<file path="src/rtl/spi2f_pkg.sv">
// Package spi2f_pkg
// Shared state encodings for the two-frame SPI register master.
// Assumes: one slave, fixed frame layout {rw, addr, data}.
package spi2f_pkg;

    typedef enum logic [1:0] {
        SEQ_IDLE = 2'd0,
        SEQ_CMD  = 2'd1,
        SEQ_GAP  = 2'd2,
        SEQ_NOP  = 2'd3
    } seq_state_t;

    typedef enum logic [1:0] {
        FRM_IDLE = 2'd0,
        FRM_LEAD = 2'd1,
        FRM_RUN  = 2'd2,
        FRM_TAIL = 2'd3
    } frm_state_t;

endpackage

</file>
<file path="src/rtl/spi2f_tick.sv">
// Module spi2f_tick
// Emits a one-cycle tick every HALF system clocks while enabled.
// The counter restarts from zero whenever the enable drops.
// Assumes: HALF >= 1.
module spi2f_tick #(
    parameter int HALF = 4
) (
    input  logic clk,
    input  logic rst_n,
    input  logic en,
    output logic tick
);
    localparam int CW = (HALF > 1) ? $clog2(HALF + 1) : 1;

    logic [CW-1:0] cnt;

    assign tick = en && (cnt == CW'(HALF - 1));

    // count system clocks within one sclk half period
    always_ff @(posedge clk) begin
        if (!rst_n || !en) begin
            cnt <= '0;
        end else if (tick) begin
            cnt <= '0;
        end else begin
            cnt <= cnt + 1'b1;
        end
    end

endmodule

</file>
<file path="src/rtl/spi2f_frame.sv">
// Module spi2f_frame
// Shifts one FW-bit frame out on mosi and in from miso, MSB first,
// in SPI mode CPOL=0 / CPHA=1. A lead half period follows the falling
// cs_n edge, and a tail half period precedes the rising edge.
// Assumes: start only arrives while run is low; tick comes from spi2f_tick.
module spi2f_frame
    import spi2f_pkg::*;
#(
    parameter int FW = 24
) (
    input  logic          clk,
    input  logic          rst_n,
    input  logic          start,
    input  logic [FW-1:0] word_in,
    input  logic          tick,
    output logic          run,
    output logic          sclk,
    output logic          mosi,
    output logic          cs_n,
    input  logic          miso,
    output logic [FW-1:0] rx_word,
    output logic          frame_done
);
    localparam int BW = $clog2(FW);

    frm_state_t    st;
    logic [FW-1:0] tx_sr;
    logic [BW-1:0] bit_cnt;

    assign run = (st != FRM_IDLE);

    // frame state machine, serial pins and shift registers
    always_ff @(posedge clk) begin
        if (!rst_n) begin
            st         <= FRM_IDLE;
            sclk       <= 1'b0;
            mosi       <= 1'b0;
            cs_n       <= 1'b1;
            tx_sr      <= '0;
            rx_word    <= '0;
            bit_cnt    <= '0;
            frame_done <= 1'b0;
        end else begin
            frame_done <= 1'b0;
            case (st)
                FRM_IDLE: if (start) begin
                    st      <= FRM_LEAD;
                    cs_n    <= 1'b0;
                    tx_sr   <= word_in;
                    bit_cnt <= '0;
                end
                FRM_LEAD: if (tick) st <= FRM_RUN;
                FRM_RUN: if (tick) begin
                    if (!sclk) begin
                        sclk  <= 1'b1;
                        mosi  <= tx_sr[FW-1];
                        tx_sr <= {tx_sr[FW-2:0], 1'b0};
                    end else begin
                        sclk    <= 1'b0;
                        rx_word <= {rx_word[FW-2:0], miso};
                        if (bit_cnt == BW'(FW - 1)) st <= FRM_TAIL;
                        else bit_cnt <= bit_cnt + 1'b1;
                    end
                end
                FRM_TAIL: if (tick) begin
                    st         <= FRM_IDLE;
                    cs_n       <= 1'b1;
                    frame_done <= 1'b1;
                end
                default: st <= FRM_IDLE;
            endcase
        end
    end

    AST_SCLK_IN_FRAME: assert property (@(posedge clk) disable iff (!rst_n)
        sclk |-> !cs_n);
    AST_MOSI_ON_RISE: assert property (@(posedge clk) disable iff (!rst_n)
        !$stable(mosi) |-> $rose(sclk));

endmodule

</file>
<file path="src/rtl/spi2f_reg_master.sv">
// Module spi2f_reg_master
// Host-facing sequencer. A write sends one frame. A read sends a command
// frame, holds cs_n high for CS_GAP clocks, then sends an all-zero frame,
// and returns the low data bits captured during that second frame.
// Assumes: ADDR_W = 7 so the command byte is {rw, addr}.
// The sclk half period is clamped to respect SCLK_MAX_HZ.
module spi2f_reg_master
    import spi2f_pkg::*;
#(
    parameter int SYS_CLK_HZ  = 200_000_000,
    parameter int SCLK_MAX_HZ = 25_000_000,
    parameter int HALF_DIV    = 4,
    parameter int ADDR_W      = 7,
    parameter int DATA_W      = 16,
    parameter int CS_GAP      = 2
) (
    input  logic              clk,
    input  logic              rst_n,
    input  logic              req,
    input  logic              is_read,
    input  logic [ADDR_W-1:0] addr,
    input  logic [DATA_W-1:0] wdata,
    output logic              busy,
    output logic              done,
    output logic [DATA_W-1:0] rdata,
    output logic              sclk,
    output logic              mosi,
    input  logic              miso,
    output logic              cs_n
);
    localparam int FW       = 1 + ADDR_W + DATA_W;
    localparam int HALF_MIN = (SYS_CLK_HZ + 2 * SCLK_MAX_HZ - 1) / (2 * SCLK_MAX_HZ);
    localparam int HALF     = (HALF_DIV > HALF_MIN) ? HALF_DIV : HALF_MIN;
    localparam int GW       = (CS_GAP > 1) ? $clog2(CS_GAP + 1) : 1;

    seq_state_t     st;
    logic           rd_q;
    logic           start;
    logic [FW-1:0]  word;
    logic [GW-1:0]  gap_cnt;
    logic           run;
    logic           tick;
    logic           frame_done;
    logic [FW-1:0]  rx_word;

    assign busy = (st != SEQ_IDLE);

    spi2f_tick #(.HALF(HALF)) u_tick (
        .clk   (clk),
        .rst_n (rst_n),
        .en    (run),
        .tick  (tick)
    );

    spi2f_frame #(.FW(FW)) u_frame (
        .clk        (clk),
        .rst_n      (rst_n),
        .start      (start),
        .word_in    (word),
        .tick       (tick),
        .run        (run),
        .sclk       (sclk),
        .mosi       (mosi),
        .cs_n       (cs_n),
        .miso       (miso),
        .rx_word    (rx_word),
        .frame_done (frame_done)
    );

    // transaction sequencer: accept, command frame, gap, no-op frame
    always_ff @(posedge clk) begin
        if (!rst_n) begin
            st      <= SEQ_IDLE;
            rd_q    <= 1'b0;
            start   <= 1'b0;
            word    <= '0;
            gap_cnt <= '0;
            done    <= 1'b0;
            rdata   <= '0;
        end else begin
            start <= 1'b0;
            done  <= 1'b0;
            case (st)
                SEQ_IDLE: if (req) begin
                    st    <= SEQ_CMD;
                    rd_q  <= is_read;
                    start <= 1'b1;
                    word  <= is_read ? {1'b1, addr, {DATA_W{1'b0}}}
                                     : {1'b0, addr, wdata};
                end
                SEQ_CMD: if (frame_done) begin
                    gap_cnt <= '0;
                    if (rd_q) begin
                        st <= SEQ_GAP;
                    end else begin
                        st   <= SEQ_IDLE;
                        done <= 1'b1;
                    end
                end
                SEQ_GAP: begin
                    if (gap_cnt == GW'(CS_GAP - 1)) begin
                        st    <= SEQ_NOP;
                        start <= 1'b1;
                        word  <= '0;
                    end else begin
                        gap_cnt <= gap_cnt + 1'b1;
                    end
                end
                SEQ_NOP: if (frame_done) begin
                    st    <= SEQ_IDLE;
                    rdata <= rx_word[DATA_W-1:0];
                    done  <= 1'b1;
                end
                default: st <= SEQ_IDLE;
            endcase
        end
    end

    AST_DONE_ONE_CYCLE: assert property (@(posedge clk) disable iff (!rst_n)
        done |=> !done);
    AST_DONE_NOT_BUSY: assert property (@(posedge clk) disable iff (!rst_n)
        done |-> !busy);
    AST_CS_HIGH_GAP: assert property (@(posedge clk) disable iff (!rst_n)
        $rose(cs_n) |=> cs_n);
    AST_REQ_BUSY_NOSTART: assert property (@(posedge clk) disable iff (!rst_n)
        (busy && !frame_done && st != SEQ_GAP) |=> $stable(word));

endmodule

</file>
<file path="config.mk">
export PLATFORM = sky130hd
export DESIGN_NAME = spi2f_reg_master
export DESIGN_NICKNAME = d
export VERILOG_FILES = /design/src/rtl/spi2f_pkg.sv /design/src/rtl/spi2f_tick.sv /design/src/rtl/spi2f_frame.sv /design/src/rtl/spi2f_reg_master.sv
export SDC_FILE = /design/constraint.sdc
export NUM_CORES = 1
export LEC_CHECK = 0
export BUFFER_PORTS_ARGS = -buffer_cell sky130_fd_sc_hd__buf_2
export CAP_MARGIN = 20
export CORE_AREA = 2 2 92 94
export DETAILED_ROUTE_END_ITERATION = 10
export DIE_AREA = 0 0 94 96
export PLACE_DENSITY = 0.73
export SETUP_SLACK_MARGIN = 0.3
export SLEW_MARGIN = 20
export SYNTH_ARGS = -nofsm -noshare
export SYNTH_HDL_FRONTEND = slang
export SYNTH_SLANG_ARGS = --single-unit
</file>
<file path="constraint.sdc">
create_clock -name clk -period 2.5 [get_ports clk]
set_input_delay 0.5 -clock clk [delete_from_list [all_inputs] [get_ports clk]]
set_output_delay 0.5 -clock clk [all_outputs]
set_load 0.02 [all_outputs]
</file>
; Word-level counts from Yosys, hierarchy flattened
; Index checks and enable logic that the tools add are counted.
[word_totals]
regBits = 101
input_bits = 28
out_inout_bits = 21
[op_classes]
add_sub_neg = 3
eq_ne = 22
muxes = 40
bitwise_logic = 1
n_reduce_logical = 26
[ops]
columns = operator, count
row1 = $mux 24, 6
row2 = $pmux 24 s2, 2
row3 = $mux 2, 12
row4 = $mux 5, 4
row5 = $ne 2x2->1 const B, 9
row6 = $pmux 2 s4, 2
row7 = $reduce_and 3->1, 5
row8 = $reduce_bool 2->1, 6
row9 = $pmux 5 s2, 1
row10 = $mux 1, 9
row11 = $eq 2x2->1 const B, 4
row12 = $ne 2x1->1 const B, 4
row13 = $reduce_and 2->1, 4
row14 = $reduce_and 4->1, 2
row15 = $eq 2x1->1 const B, 3
row16 = $pmux 1 s2, 3
row17 = $reduce_and 6->1, 1
row18 = $add 5x1->5 const B, 1
row19 = $eq 5x5->1 const B, 1
row20 = $reduce_and 5->1, 1
row21 = $logic_not 2->1, 2
row22 = $pmux 2 s2, 1
row23 = $add 3x1->3 const B, 1
row24 = $eq 3x2->1 const B, 1
row25 = 6 further kinds, 7

; Longest topological paths before layout
[depth]
ltp_word = 5
depth_mapped = 9

; By module
; From an unflattened synthesis, not the netlist that was laid out.
[unflattened]
hier_cells = 456
area_unflattened_um2 = 4310.4
[modules_own_cells]
columns = module, n_inst, cells_each, area_each_um2
row1 = spi2f_frame, 1, 283, 2499.9
row2 = spi2f_reg_master, 1, 163, 1677.9
row3 = spi2f_tick, 1, 10, 132.6

; Worst setup path before layout
; Ideal clock, no wire load.
[synth_path]
kind = register to register
from = reg u_frame.st[0]
to = reg u_frame.bit_cnt[0]
setup_time_ns = 0.121
arrival_time_ns = 1.608
required_time_ns = 2.379
setup_slack_ns = 0.771
path_stages_with_launch = 6
synth_period_minus_slack_ns = 1.729
path_cell_list = dfxtp_1 inv_1 ha_1 nand4b_1 o221a_1 mux2_2
[synth_via]
elab_chain_len = 4
word_cells_on_any_way = 11
cone_classes = eq/ne: 5 / mux: 1 / reduce/logical: 5
[synth_rtl]
columns = element, line_no
row1 = start: declaration, spi2f_frame.sv:26  ; frm_state_t st;
row2 = start signal: assignment, spi2f_frame.sv:35  ; st <= FRM_IDLE;
row3 = start signal: assignment, spi2f_frame.sv:47  ; st <= FRM_LEAD;
row4 = start signal: assignment, spi2f_frame.sv:52  ; FRM_LEAD: if (tick) st <= FRM_RUN;
row5 = $reduce_bool 2->1, spi2f_frame.sv:30  ; assign run = (st != FRM_IDLE);
row6 = $logic_and 1x1->1, spi2f_tick.sv:17  ; assign tick = en && (cnt == CW'(HALF - 1));
row7 = $ne 2x2->1 (no source line), -
row8 = $reduce_and 5->1 (no source line), -
row9 = end signal: assignment, spi2f_frame.sv:62  ; else bit_cnt <= bit_cnt + 1'b1;
row10 = end: declaration, spi2f_frame.sv:28  ; logic [BW-1:0] bit_cnt;
; Parallel ways exist; a longest one is shown, timed or not.
; A chain may end at the register's enable or synchronous reset.

; Worst setup path after layout
[layout_path]
from = reg u_frame.st[0]
to = reg u_frame.tx_sr[23]
[layout_via]
elab_chain_len = 4
word_cells_on_any_way = 10
cone_classes = eq/ne: 4 / mux: 1 / reduce/logical: 5
[layout_rtl]
columns = element, line_no
row1 = $reduce_bool 2->1, spi2f_frame.sv:30
row2 = $logic_and 1x1->1, spi2f_tick.sv:17
row3 = $ne 2x2->1 (no source line), -
row4 = $reduce_and 4->1 (no source line), -
row5 = end signal: assignment, spi2f_frame.sv:49  ; tx_sr <= word_in;
row6 = end signal: assignment, spi2f_frame.sv:57  ; tx_sr <= {tx_sr[FW-2:0], 1'b0};
row7 = end: declaration, spi2f_frame.sv:27  ; logic [FW-1:0] tx_sr;
; Parallel ways exist; a longest one is shown, timed or not.

==> impl_metrics.tcl <==
set metrics [dict create \
    setup_viol 0 \
    drtIter0Drc 77 \
    power.share.switching_pct 27.5 \
    num_rows 33 \
    start_util_pct 48.6 \
    area_growth_pct 12.2 \
    synth_top_area_share_pct 51.7 \
    dp.cells 559 \
    reg2reg_from "u_frame.st[0]" \
    dp_slack_ns 0.413 \
    crit_path_end_kind "flop" \
    p_seq_share_pct 53.9 \
    wl_per_cell_um 12.8 \
    p_clk_share_pct 32.3 \
    holdWs_ns 0.345 \
    synth.area.top_cells "dfxtp_1, nand2_1, mux2i_1" \
    synth-seq-cells 101 \
    gp_congestion 0.840 \
    clk_latency_ns 0.36 \
    ir_worst_vdd_uv 354 \
    instances_no_fill 575 \
    path_clk_slew_ns 0.09 \
    die_w_um 94 \
    syn_inst 429 \
    hp-class "primary input to flop" \
    grt_max_degree 48 \
    overflow 0 \
    whs_path_depth 2 \
    ctsResizeCount 0 \
    numClockSinks 101 \
    fin_worst_skew_ns 0.0128 \
    p_sw_uw 899 \
    worstHoldEndpoint "word[3]" \
    cts_made_buffers 9 \
    diodes 0 \
    utilization_pct 54.6 \
    rr_worst_depth 7 \
    yosysTopAreaCell "dfxtp_1" \
    min_from "wdata[3]" \
    max_freq_ghz 0.506 \
    drv_slew 0 \
    maxCapViolCount 0 \
    path_class "flop to flop" \
    final.min_clock_period_ns 1.98 \
    fin_ws_ns 0.524 \
    grt_pass1_vias 2704 \
    die_y_um 96 \
    startpoint_type "flop" \
    grt_usage_pct 17.1 \
    reg2reg_slack_ns 0.52 \
    dieArea_um2 9020 \
    synth_edf_count 0 \
    post_cts.repair.setup_buffers 0 \
    route.detailed.drc 0 \
    io_pins 49 \
    vias_per_cell 5.27 \
    grt_first_pass_wirelength_mm 12.3 \
    synth_fp_nets 465 \
    port_buffers 48 \
    cts-root-buf "clkbuf_8" \
    cts_htree_levels 3 \
    hold_buffers 0 \
    first_pass_iters 4 \
    hpwlAfterDp_mm 5.11 \
    finalHoldViolCount 0 \
    period_share_pct 79.0 \
    clockBufferDepth 2 \
    cp.arrival_ns 2.24 \
    wl_mm 7.35 \
    fin_nets 501 \
    layout-drive-gt1-share_pct 16.4 \
    nFillCells 745 \
    slew_headroom_pct 43.9 \
    outcome "finished, final reports clean" \
    powerDensity_nw_per_um2 746 \
    yosysUniqueCellTypes 39 \
    core_um2 8050 \
    leakagePower_uw 0.00168 \
    worstMarginPinSlew_ns 0.836 \
    cell_internal_pwr_uw 2380 \
    rsz0062_at_grt "false" \
    synth_common_cells "dfxtp_1, nand2_1, nor2_1" \
    synth-main-ff-cell "dfxtp_1" \
    critPathRequiredTime_ns 2.77 \
    ant_nets 0 \
    combPwrFrac_pct 13.8 \
    netlist_area_um2 3910 \
    path_max_fanout 47 \
    async_reset_ff_share_pct 0 \
    rr_endpoint "u_frame.tx_sr[23]" \
    cts_tree "yes" \
    antenna_found_initial 0 \
    synth.most_common_cell "dfxtp_1" \
    ys.warnings.count 0 \
    tns_ns 0 \
    postSynthAreaPerCell_um2 9.12 \
    vias 3033 \
    synth_seq_area_share_pct 51.7 \
]
critical path, cell delays in order (launching register included):
cell and delay (ns):
dfxtp_1 0.39, inv_1 0.08, ha_1 0.27, nand4bb_1 0.30
o21ai_2 0.10, buf_4 0.40, nor2_1 0.09, a211oi_1 0.25
layout make-up:
type | instances | area (um2) | share of cell area (%)
flip-flops and latches | 101 | 2020 | 46.0
multi-input cells | 289 | 1710 | 38.9
repair buffers | 55 | 293 | 6.66
well taps | 105 | 131 | 2.99
clock buffers | 9 | 124 | 2.82
clock inverters | 7 | 80.1 | 1.82
inverters | 9 | 33.8 | 0.769
per-stage QoR:
| stage | area [um2] | power, uW |
|---|---|---|
| 2_1_floorplan | 3910 | 2160 |
| 3_3_place_gp | 4190 | 2230 |
| 3_5_place_dp | 4190 | 2250 |
| 4_1_cts | 4390 | 3300 |
| 5_1_grt | 4390 | 3450 |
| 6_report | 4390 | 3280 |
placed cells by master, fill, tap and decap left out, drive strengths merged, types with 3 or more instances in the layout:
cell type / synthesis / final
a22oi: 7 / 7
a21oi: 42 / 42
nand3: 3 / 3
buf: 18 / 55
o21ai: 12 / 12
a211oi: 25 / 25
a22o: 16 / 16
ha: 8 / 8
inv: 9 / 12
nand2: 76 / 76
and3: 5 / 5
nor2: 47 / 47
clkbuf: 12 / 9
mux2i: 27 / 27
dfxtp: 101 / 101
power by group through the flow:
| stage | Clock [uW] | Combinational (uW) | Sequential, uW |
|---|---|---|---|
| 2_1_floorplan | 0 | 371 | 1790 |
| 3_3_place_gp | 0 | 436 | 1800 |
| 3_5_place_dp | 0 | 452 | 1800 |
| 4_1_cts | 1080 | 454 | 1770 |
| 5_1_grt | 1160 | 508 | 1780 |
| 6_report | 1060 | 451 | 1770 |
sequential cells by signal (all words and copies together) (netlist names), 2 cells and up, named ones only:
register and count:
gap_cnt 2, rdata 16, u_frame.bit_cnt 5, u_frame.rx_word 16, u_frame.st 2, u_frame.tx_sr 24
u_tick.cnt 3, word 24
how the worst max path moves through the flow:
| stage | startpoint | end |
|---|---|---|
| 6_report | u_frame.st[0] | u_frame.tx_sr[23] |
| 5_1_grt | u_frame.st[1] | u_frame.rx_word[7] |
| 4_1_cts | gap_cnt[1] | word[9] |
| 3_5_place_dp | req | word[2] |
| 3_3_place_gp | req | word[12] |
| 2_1_floorplan | u_frame.st[0] | u_frame.bit_cnt[0] |
metal layers:
layer / share of wire [%] / track usage (%) / vias up
met5: 0 / 0 / -
met4: 0.82 / 6.64 / 0
met3: 3.1 / 3.29 / 6
li1: - / - / 1562
met2: 49 / 29.2 / 56
met1: 48 / 21.4 / 1409
cell families (layout without fill, tap and decap cells):
group                    Yosys count  count (layout)  synth area share, %
AO/OA/AOI/OAI                    106             106                 17.5
adder cells (fa/ha/maj)            8               8                 2.56
buffers and inverters             39              80                 4.80
flip-flops                       101             101                 51.7
multiplexers                      28              28                 7.19
AND/OR/NAND/NOR                  147             147                 16.3
Power figures use the tool's default switching activity.
